===== config.mk =====
export PLATFORM = sky130hd
export DESIGN_NAME = nbx_exec
export DESIGN_NICKNAME = d
export VERILOG_FILES = /design/src/rtl/nbx_pkg.sv /design/src/rtl/nbx_decode.sv /design/src/rtl/nbx_regfile.sv /design/src/rtl/nbx_alu.sv /design/src/rtl/nbx_exec.sv
export SDC_FILE = /design/constraint.sdc
export NUM_CORES = 1
export LEC_CHECK = 0
export BUFFER_PORTS_ARGS = -buffer_cell sky130_fd_sc_hd__clkbuf_2
export CAP_MARGIN = 20
export CORE_MARGIN = 2
export CORE_UTILIZATION = 65
export CTS_BUF_LIST = sky130_fd_sc_hd__clkbuf_8
export DETAILED_ROUTE_END_ITERATION = 10
export PLACE_DENSITY = 0.92
export SLEW_MARGIN = 15
export SYNTH_ARGS = -nofsm -noshare
export SYNTH_HDL_FRONTEND = slang
export SYNTH_HIERARCHICAL = 1
export SYNTH_SLANG_ARGS = --single-unit

===== constraint.sdc =====
create_clock -name clk -period 16.07 [get_ports clk]
set_clock_uncertainty 0.1 [all_clocks]
set_input_delay 3.214 -clock clk [delete_from_list [all_inputs] [get_ports clk]]
set_output_delay 3.214 -clock clk [all_outputs]
set_load 0.05 [all_outputs]

===== src/rtl/nbx_pkg.sv =====
package nbx_pkg;
  localparam int INSTR_W  = 9;
  localparam int OPC_W    = 3;
  localparam int RIDX_W   = 2;
  localparam int IMM_W    = 3;

  typedef enum logic [3:0] {
    ALU_AND,
    ALU_ADD,
    ALU_SUB,
    ALU_OR,
    ALU_XOR,
    ALU_MUL,
    ALU_DIV,
    ALU_MIN,
    ALU_SHR,
    ALU_SHL
  } alu_op_e;

  typedef enum logic [1:0] {
    OPB_REG,
    OPB_IMM,
    OPB_ZERO
  } opb_src_e;

  typedef struct packed {
    alu_op_e           op;
    opb_src_e          b_src;
    logic [RIDX_W-1:0] rd;
    logic [RIDX_W-1:0] rs;
    logic [IMM_W-1:0]  imm;
    logic              wr;
    logic              ld;
    logic              st;
    logic              cmp;
  } dec_t;
endpackage


===== src/rtl/nbx_decode.sv =====
module nbx_decode
  import nbx_pkg::*;
(
  input  logic [INSTR_W-1:0] instr,
  output dec_t               dec
);
  logic             form_imm;
  logic [OPC_W-1:0] opc;
  logic             fbit;

  assign form_imm = instr[8];
  assign opc      = instr[7:5];
  assign fbit     = instr[0];

  always_comb begin
    dec       = '0;
    dec.op    = ALU_AND;
    dec.b_src = OPB_REG;
    dec.rd    = instr[4:3];
    dec.rs    = instr[2:1];
    dec.imm   = instr[2:0];
    if (!form_imm) begin
      if (!fbit) begin
        dec.wr = 1'b1;
        unique case (opc)
          3'b000:  dec.op = ALU_AND;
          3'b001:  dec.op = ALU_ADD;
          3'b010:  dec.op = ALU_SUB;
          3'b011:  dec.op = ALU_OR;
          3'b100:  dec.op = ALU_XOR;
          3'b101:  dec.op = ALU_MUL;
          3'b110:  dec.op = ALU_DIV;
          default: dec.op = ALU_MIN;
        endcase
      end else begin
        unique case (opc)
          3'b101: begin
            dec.op    = ALU_MUL;
            dec.b_src = OPB_ZERO;
            dec.wr    = 1'b1;
          end
          3'b010: begin
            dec.op  = ALU_SUB;
            dec.cmp = 1'b1;
          end
          default: ;
        endcase
      end
    end else begin
      dec.b_src = OPB_IMM;
      unique case (opc)
        3'b000: begin dec.op = ALU_AND; dec.wr = 1'b1; end
        3'b001: begin dec.op = ALU_ADD; dec.wr = 1'b1; end
        3'b110: begin dec.op = ALU_SHR; dec.wr = 1'b1; end
        3'b111: begin dec.op = ALU_SHL; dec.wr = 1'b1; end
        3'b100: begin dec.ld = 1'b1;   dec.wr = 1'b1; end
        3'b101: dec.st = 1'b1;
        default: ;
      endcase
    end
  end
endmodule


===== src/rtl/nbx_regfile.sv =====
module nbx_regfile #(
  parameter int DATA_W   = 8,
  parameter int NUM_REGS = 4,
  parameter int IDX_W    = $clog2(NUM_REGS)
) (
  input  logic              clk,
  input  logic              rst_n,
  input  logic [IDX_W-1:0]  ra_idx,
  input  logic [IDX_W-1:0]  rb_idx,
  output logic [DATA_W-1:0] ra_data,
  output logic [DATA_W-1:0] rb_data,
  input  logic              wr_en,
  input  logic [IDX_W-1:0]  wr_idx,
  input  logic [DATA_W-1:0] wr_data
);
  logic [DATA_W-1:0] view [NUM_REGS];

  for (genvar g = 0; g < NUM_REGS; g++) begin : g_reg
    logic [DATA_W-1:0] q;
    always_ff @(posedge clk or negedge rst_n) begin
      if (!rst_n) begin
        q <= '0;
      end else if (wr_en && (wr_idx == IDX_W'(g))) begin
        q <= wr_data;
      end
    end
    assign view[g] = q;
  end

  assign ra_data = view[ra_idx];
  assign rb_data = view[rb_idx];
endmodule


===== src/rtl/nbx_alu.sv =====
module nbx_alu
  import nbx_pkg::*;
#(
  parameter int W = 8
) (
  input  alu_op_e      op,
  input  logic [W-1:0] a,
  input  logic [W-1:0] b,
  output logic [W-1:0] y,
  output logic         zero
);
  localparam int SH_W = $clog2(W);

  logic [2*W-1:0] prod;
  logic [SH_W-1:0] shamt;

  assign prod  = {{W{1'b0}}, a} * {{W{1'b0}}, b};
  assign shamt = b[SH_W-1:0];

  always_comb begin
    unique case (op)
      ALU_AND: y = a & b;
      ALU_ADD: y = a + b;
      ALU_SUB: y = a - b;
      ALU_OR:  y = a | b;
      ALU_XOR: y = a ^ b;
      ALU_MUL: y = prod[W-1:0];
      ALU_DIV: y = (b == '0) ? {W{1'b1}} : a / b;
      ALU_MIN: y = (a < b) ? a : b;
      ALU_SHR: y = a >> shamt;
      ALU_SHL: y = a << shamt;
      default: y = '0;
    endcase
  end

  assign zero = (y == '0);
endmodule


===== src/rtl/nbx_exec.sv =====
module nbx_exec
  import nbx_pkg::*;
#(
  parameter int DATA_W  = 8,
  parameter int MADDR_W = 5
) (
  input  logic               clk,
  input  logic               rst_n,
  input  logic               instr_valid,
  output logic               instr_ready,
  input  logic [8:0]         instr,
  output logic               mem_valid,
  input  logic               mem_ready,
  output logic               mem_write,
  output logic [MADDR_W-1:0] mem_addr,
  output logic [DATA_W-1:0]  mem_wdata,
  input  logic [DATA_W-1:0]  mem_rdata,
  output logic               zero_flag
);
  localparam int NUM_REGS = 1 << RIDX_W;

  dec_t              dec;
  logic [DATA_W-1:0] ra_data;
  logic [DATA_W-1:0] rb_data;
  logic [DATA_W-1:0] opnd_b;
  logic [DATA_W-1:0] alu_y;
  logic              alu_zero;
  logic              mem_op;
  logic              accept;
  logic [DATA_W-1:0] wb_data;
  logic              flag_q;

  nbx_decode u_dec (
    .instr (instr),
    .dec   (dec)
  );

  nbx_regfile #(
    .DATA_W   (DATA_W),
    .NUM_REGS (NUM_REGS)
  ) u_rf (
    .clk     (clk),
    .rst_n   (rst_n),
    .ra_idx  (dec.rd),
    .rb_idx  (dec.rs),
    .ra_data (ra_data),
    .rb_data (rb_data),
    .wr_en   (accept && dec.wr),
    .wr_idx  (dec.rd),
    .wr_data (wb_data)
  );

  always_comb begin
    unique case (dec.b_src)
      OPB_IMM:  opnd_b = DATA_W'(dec.imm);
      OPB_ZERO: opnd_b = '0;
      default:  opnd_b = rb_data;
    endcase
  end

  nbx_alu #(.W(DATA_W)) u_alu (
    .op   (dec.op),
    .a    (ra_data),
    .b    (opnd_b),
    .y    (alu_y),
    .zero (alu_zero)
  );

  assign mem_op      = dec.ld || dec.st;
  assign instr_ready = !mem_op || mem_ready;
  assign accept      = instr_valid && instr_ready;

  assign mem_valid = instr_valid && mem_op;
  assign mem_write = dec.st;
  assign mem_addr  = dec.st ? ra_data[MADDR_W-1:0] : rb_data[MADDR_W-1:0];
  assign mem_wdata = rb_data;

  assign wb_data = dec.ld ? mem_rdata : alu_y;

  always_ff @(posedge clk or negedge rst_n) begin
    if (!rst_n) begin
      flag_q <= 1'b0;
    end else if (accept && dec.cmp) begin
      flag_q <= alu_zero;
    end
  end

  assign zero_flag = flag_q;
endmodule


==> results of run 1 <==
## cell families (layout without fill, tap and decap cells)
logic type               count (synthesis)  count (layout)
buffers and inverters                   91             110
AO/OA/AOI/OAI                          174             174
multiplexers                            98              98
AND/OR/NAND/NOR                        220             220
adder cells (fa/ha/maj)                 95              95
flip-flops                              33              33
XOR/XNOR                                31              31
## how the worst max path moves through the flow
stage                        start               endpoint  cells past startpoint
after floorplan           instr[1]  zero_flag$_DFFE_PN0P_                     52
after global placement    instr[6]  zero_flag$_DFFE_PN0P_                     55
after detailed placement  instr[6]  zero_flag$_DFFE_PN0P_                     57
after CTS                 instr[6]  zero_flag$_DFFE_PN0P_                     57
after global routing      instr[6]  zero_flag$_DFFE_PN0P_                     56
final                     instr[6]  zero_flag$_DFFE_PN0P_                     56
## per-layer routing
| metal | track usage [%] | up-vias | part of all wire [%] |
|---|---|---|---|
| met5 | 0 | - | 0 |
| met4 | 21.4 | 0 | 6.3 |
| met3 | 7.02 | 126 | 11 |
| met2 | 64.1 | 450 | 46 |
| met1 | 47.6 | 3031 | 37 |
| li1 | - | 2807 | - |
## cells in the mapped netlist, drive strengths merged (14+ instances only)
cell type / number
ha: 81
mux2: 62
nor2: 58
nand2: 52
inv: 46
a21oi: 33
dfrtp: 33
o21ai: 25
mux4: 24
nor3: 24
buf: 23
clkbuf: 22
xnor2: 22
nand3: 20
fa: 14
o211ai: 14
## metrics by stage
step	cell area, sq um	utilization (%)	cells	setup slack, ns	TNS (ns)
after floorplan	6570	-	742	0.164	0
after global placement	6830	69.9	884	0.463	0
after detailed placement	6830	69.9	884	-0.241	-0.730
after CTS	6920	70.8	892	0.0874	0
after global routing	7040	72.0	894	-0.119	-0.119
final	7040	72.0	894	0.404	0
## layout make-up
class                           instances  area [sq um]  share of cell area (%)
Tap cell                              133           166                    2.36
Clock inverter                          3          22.5                   0.320
Multi-Input combinational cell        618          5460                    77.5
Clock buffer                            5          68.8                   0.977
Inverter                               46           173                    2.45
Sequential cell                        33           826                    11.7
Timing Repair Buffer                   56           328                    4.66
## what timing repair did
item / CTS / global route
pin swaps: 0 / 10
hold endpoints to repair: 0 / 0
gates resized for setup: 1 / 29
endpoints found under the setup margin: 1 / 5
buffers inserted: 0 / 2
## cell usage in the layout (no fill, tap or decap), drive strengths merged, types with 6 or more instances in the layout
cell / n
ha: 81
mux2: 62
nor2: 58
nand2: 52
inv: 46
clkbuf: 42
dfrtp: 33
a21oi: 33
o21ai: 25
mux4: 24
nor3: 24
xnor2: 22
nand3: 20
buf: 19
o211ai: 14
fa: 14
o21a: 13
nand2b: 13
mux2i: 12
and2: 12
nor2b: 9
a21o: 8
xor2: 7
a22o: 6
o22ai: 6
o21bai: 6
a211oi: 6
## sequential cells by signal (all words and copies together), names as in the netlist
| register | count |
|---|---|
| u_rf/g.q | 32 |
| zero_flag | 1 |
## worst register-to-register path, delay by kind of cell, from the launching register on
kind            cells  cell delay, ns
fa+ha+maj           7            2.11
mux                 6            1.91
simple gates       11            2.73
compound gates     25            4.88
flops               1            0.41
buf+inv             3            0.55
==> flow_summary.ini, run 1 <==
[route]
first_pass_iters = 5
drc = 0
via_count = 6414
routedWlPerCell_um = 23.9
finalWirelength_mm = 21.3
drt_iter0_markers = 655
drt.antenna.violating_nets = 0
routed_via_density = 7.17

[outcome]
status = complete, no violations

[worst_setup_path]
worstPathRequired_ns = 16.22
worst-path-max-fanout = 9
end_kind = register
regToRegEndpoint = zero_flag$_DFFE_PN0P_
arrival_ns = 15.81
crit_top_cell = ha_1
worstSetupStartpointType = input port
crit_type = in -> reg
r2r_slack_ns = 3.31
crit_family = compound AO/OA/AOI/OAI gates
slowest_stage = or4_1
rr_startpoint = u_rf/g_reg[3].q[6]$_DFFE_PN0P_
ff2ff_path_depth = 52
cp_num_buf_inv = 5
cpPeakStageDelay_ns = 0.54

[floorplanning]
io_pins = 38
initial_core_util_pct = 67.2
die-area_sq_um = 10900
fp.dieW_um = 105
die_h_um = 105
rows = 36
core_area_sq_um = 9770

[clock_tree]
clk_path_buf_depth = 2
cts.clk_slew.worst_paths_ns = 0.08
hold_buffers = 0
cts_buffers = 5
h-tree-depth = 2
clockRootBuffer = clkbuf_8
cts_tree = built
clock_latency_ns = 0.30
numClockSinks = 33

[grt]
grt_max_degree = 34
grt_pass1_wl_mm = 33.7
grt_pass1_vias = 6365
gr-total-overflow = 0
grtUsageTotal_pct = 38.7
antenna_found_initial = 0

[synth]
synth_cell_type_count = 85
synth_top_family_by_area = multiplexers
ys.flop_type = dfrtp_1
synthAdderAreaFrac_pct = 19.7
synth.ff_latch_count = 33
synth_simple_gate_area_share_pct = 17.1
yosysSeqAreaShare_pct = 12.6
synth_area_sq_um = 6570
synthCells = 742
yosysWarnings = 6
synth_compound_area_share_pct = 19.1
yosysTopAreaCellShare_pct = 15.4
synth_xor_area_share_pct = 4.55
async_reset_ff_share_pct = 100
synth_edf_count = 0
synth_area_leaders = ha_1 (15%), dfrtp_1 (13%), mux2_2 (9.8%), mux4_2 (8.2%), fa_1 (4.3%)
syn_nets = 858
synth_area_per_cell_sq_um = 8.85
synth_top_area_cell = ha_1
synthMuxAreaShare_pct = 21.0

[timing]
drv_slew = 0
setup_viol = 0
finalCritPeriodShare_pct = 97.5
fmax_mhz = 63.8
worst_pin_slew_ns = 0.932
hold_viol = 0
whs_ns = 0.435
maxSlewHeadroom_pct = 36.9
post-route-min-period_ns = 15.67

[run]
cap_violations = 0

[layout]
nFillCells = 734
fin_nets = 876
diodes = 0
area_growth_pct = 7.20
drive_gt1_share_pct = 25.2

[place]
io_buffer_count = 37
place_congestion = 0.985
hpwl_mm = 15.9

[min_path]
min-delay-start = u_rf/g_reg[2].q[6]$_DFFE_PN0P_
min_path_type = reg -> reg
hold_depth = 1
min_to = u_rf/g_reg[2].q[6]$_DFFE_PN0P_
Power of run 1 is not shown: default switching activity piles up to over one toggle a cycle in this logic, so the estimate is an artifact.
==> run 2, diff against run 1 <==
--- a/config.mk
+++ b/config.mk
@@ -11,6 +11,7 @@
 export CORE_UTILIZATION = 65
 export CTS_BUF_LIST = sky130_fd_sc_hd__clkbuf_8
 export DETAILED_ROUTE_END_ITERATION = 10
+export MAX_ROUTING_LAYER = met4
 export PLACE_DENSITY = 0.92
 export SLEW_MARGIN = 15
 export SYNTH_ARGS = -nofsm -noshare
==> run 2 against run 1 <==
Compared with the run above:
- flip-flop and latch count unchanged
- critical path depth unchanged
- cell area increased by 0.23%
- global-route usage increased by 1.1 points
- routed wire length decreased by 0.38%
- final cell count increased by 0.11%
- largest cell class unchanged
==> flow_summary.ini, run 2 (same netlist as run 1, synthesis figures left out) <==
[outcome]
status = complete, no violations

[floorplanning]
fp.dieW_um = 105
initial_core_util_pct = 67.2
die_h_um = 105
io_pins = 38
rows = 36
core_area_sq_um = 9770
die-area_sq_um = 10900

[grt]
grtUsageTotal_pct = 39.8
grt_max_degree = 34
gr-total-overflow = 0
grt_pass1_wl_mm = 33.5
grt_pass1_vias = 6426
antenna_found_initial = 0

[min_path]
min_to = u_rf/g_reg[1].q[5]$_DFFE_PN0P_
min-delay-start = u_rf/g_reg[1].q[5]$_DFFE_PN0P_
hold_depth = 1
min_path_type = reg -> reg

[clock_tree]
clock_latency_ns = 0.29
numClockSinks = 33
hold_buffers = 0
cts_buffers = 5
clockRootBuffer = clkbuf_8
cts.clk_slew.worst_paths_ns = 0.07
cts_tree = built
h-tree-depth = 2
clk_path_buf_depth = 2

[route]
drt.antenna.violating_nets = 0
drc = 0
routedWlPerCell_um = 23.7
routed_via_density = 7.14
via_count = 6389
finalWirelength_mm = 21.2
first_pass_iters = 6
drt_iter0_markers = 559

[layout]
nFillCells = 727
regArea_sq_um = 826
drive_gt1_share_pct = 25.1
multiInputGateArea_sq_um = 5440
postLayoutCellArea_sq_um = 7060
layout.cells.most_common_list = ha_1 (77), nor2_1 (58), mux2_2 (57), nand2_1 (51), inv_1 (45)
fin_nets = 877
largest_register = u_rf/g.q
largest_reg_flops = 32
diodes = 0
area_growth_pct = 7.45
final_common_cell = ha_1

[place]
place_area_sq_um = 6840
place_congestion = 1.03
io_buffer_count = 37
hpwl_mm = 15.9

[worst_setup_path]
end_kind = register
cpPeakStageDelay_ns = 0.53
regToRegEndpoint = zero_flag$_DFFE_PN0P_
arrival_ns = 15.69
worstPathRequired_ns = 16.21
slowest_stage = or4_1
r2r_slack_ns = 3.41
worst-path-max-fanout = 9
crit_top_cell = ha_1
worstSetupStartpointType = input port
ff2ff_path_depth = 52
rr_startpoint = u_rf/g_reg[3].q[5]$_DFFE_PN0P_
crit_type = in -> reg

[timing]
whs_ns = 0.438
post-route-min-period_ns = 15.55
setup_viol = 0
fmax_mhz = 64.3
drv_slew = 0
hold_viol = 0
worst_pin_slew_ns = 0.898
maxSlewHeadroom_pct = 39.4
finalCritPeriodShare_pct = 96.8
setup_tns_ns = 0

[run]
cap_violations = 0
[run 2: stage by stage]
stage	worst slack, ns	std cells	utilization [%]
3_3_place_gp	0.408	885	69.9
6_report	0.516	895	72.2
5_1_grt	-0.112	895	72.2
2_1_floorplan	0.164	742	-
3_5_place_dp	-0.140	885	69.9
4_1_cts	0.133	893	71.1
[run 2: routing by layer]
metal / track usage (%) / up-vias / wire length (um)
met5: - / - / 0
met4: 23.9 / 0 / 1120
met3: 6.45 / 103 / 2160
met2: 63.9 / 440 / 10100
met1: 47.0 / 3034 / 7890
li1: - / 2812 / -
[run 2: final cells by class]
class	instances	area share, %
clock buffer	6	1.17
inverter	46	2.45
sequential	33	11.7
timing repair buffer	57	4.75
tap	133	2.36
clock inverter	2	0.479
multi-input combinational	618	77.1
[run 2: worst max path at each step]
stage                     depth (start not counted)  startpoint                    end  slack [ns]
final                                            56    instr[6]  zero_flag$_DFFE_PN0P_        0.52
after global routing                             56    instr[6]  zero_flag$_DFFE_PN0P_       -0.11
after CTS                                        55    instr[6]  zero_flag$_DFFE_PN0P_        0.13
after detailed placement                         55    instr[6]  zero_flag$_DFFE_PN0P_       -0.14
after global placement                           53    instr[6]  zero_flag$_DFFE_PN0P_        0.41
after floorplan                                  52    instr[1]  zero_flag$_DFFE_PN0P_        0.16
[run 2: what timing repair did]
action                     CTS  global route
buffers inserted             0             2
gates resized for setup      0            25
setup endpoints to repair    0             5
[run 2: critical path: cells and delay by family]
family,cells,cell delay (ns)
adders and majority gates,8,2.40
and+or+nand+nor,14,3.33
buffers and inverters,5,0.71
muxes,5,1.61
AOI/OAI and AO/OA,24,4.41
Power of run 2 is left out for the same reason.
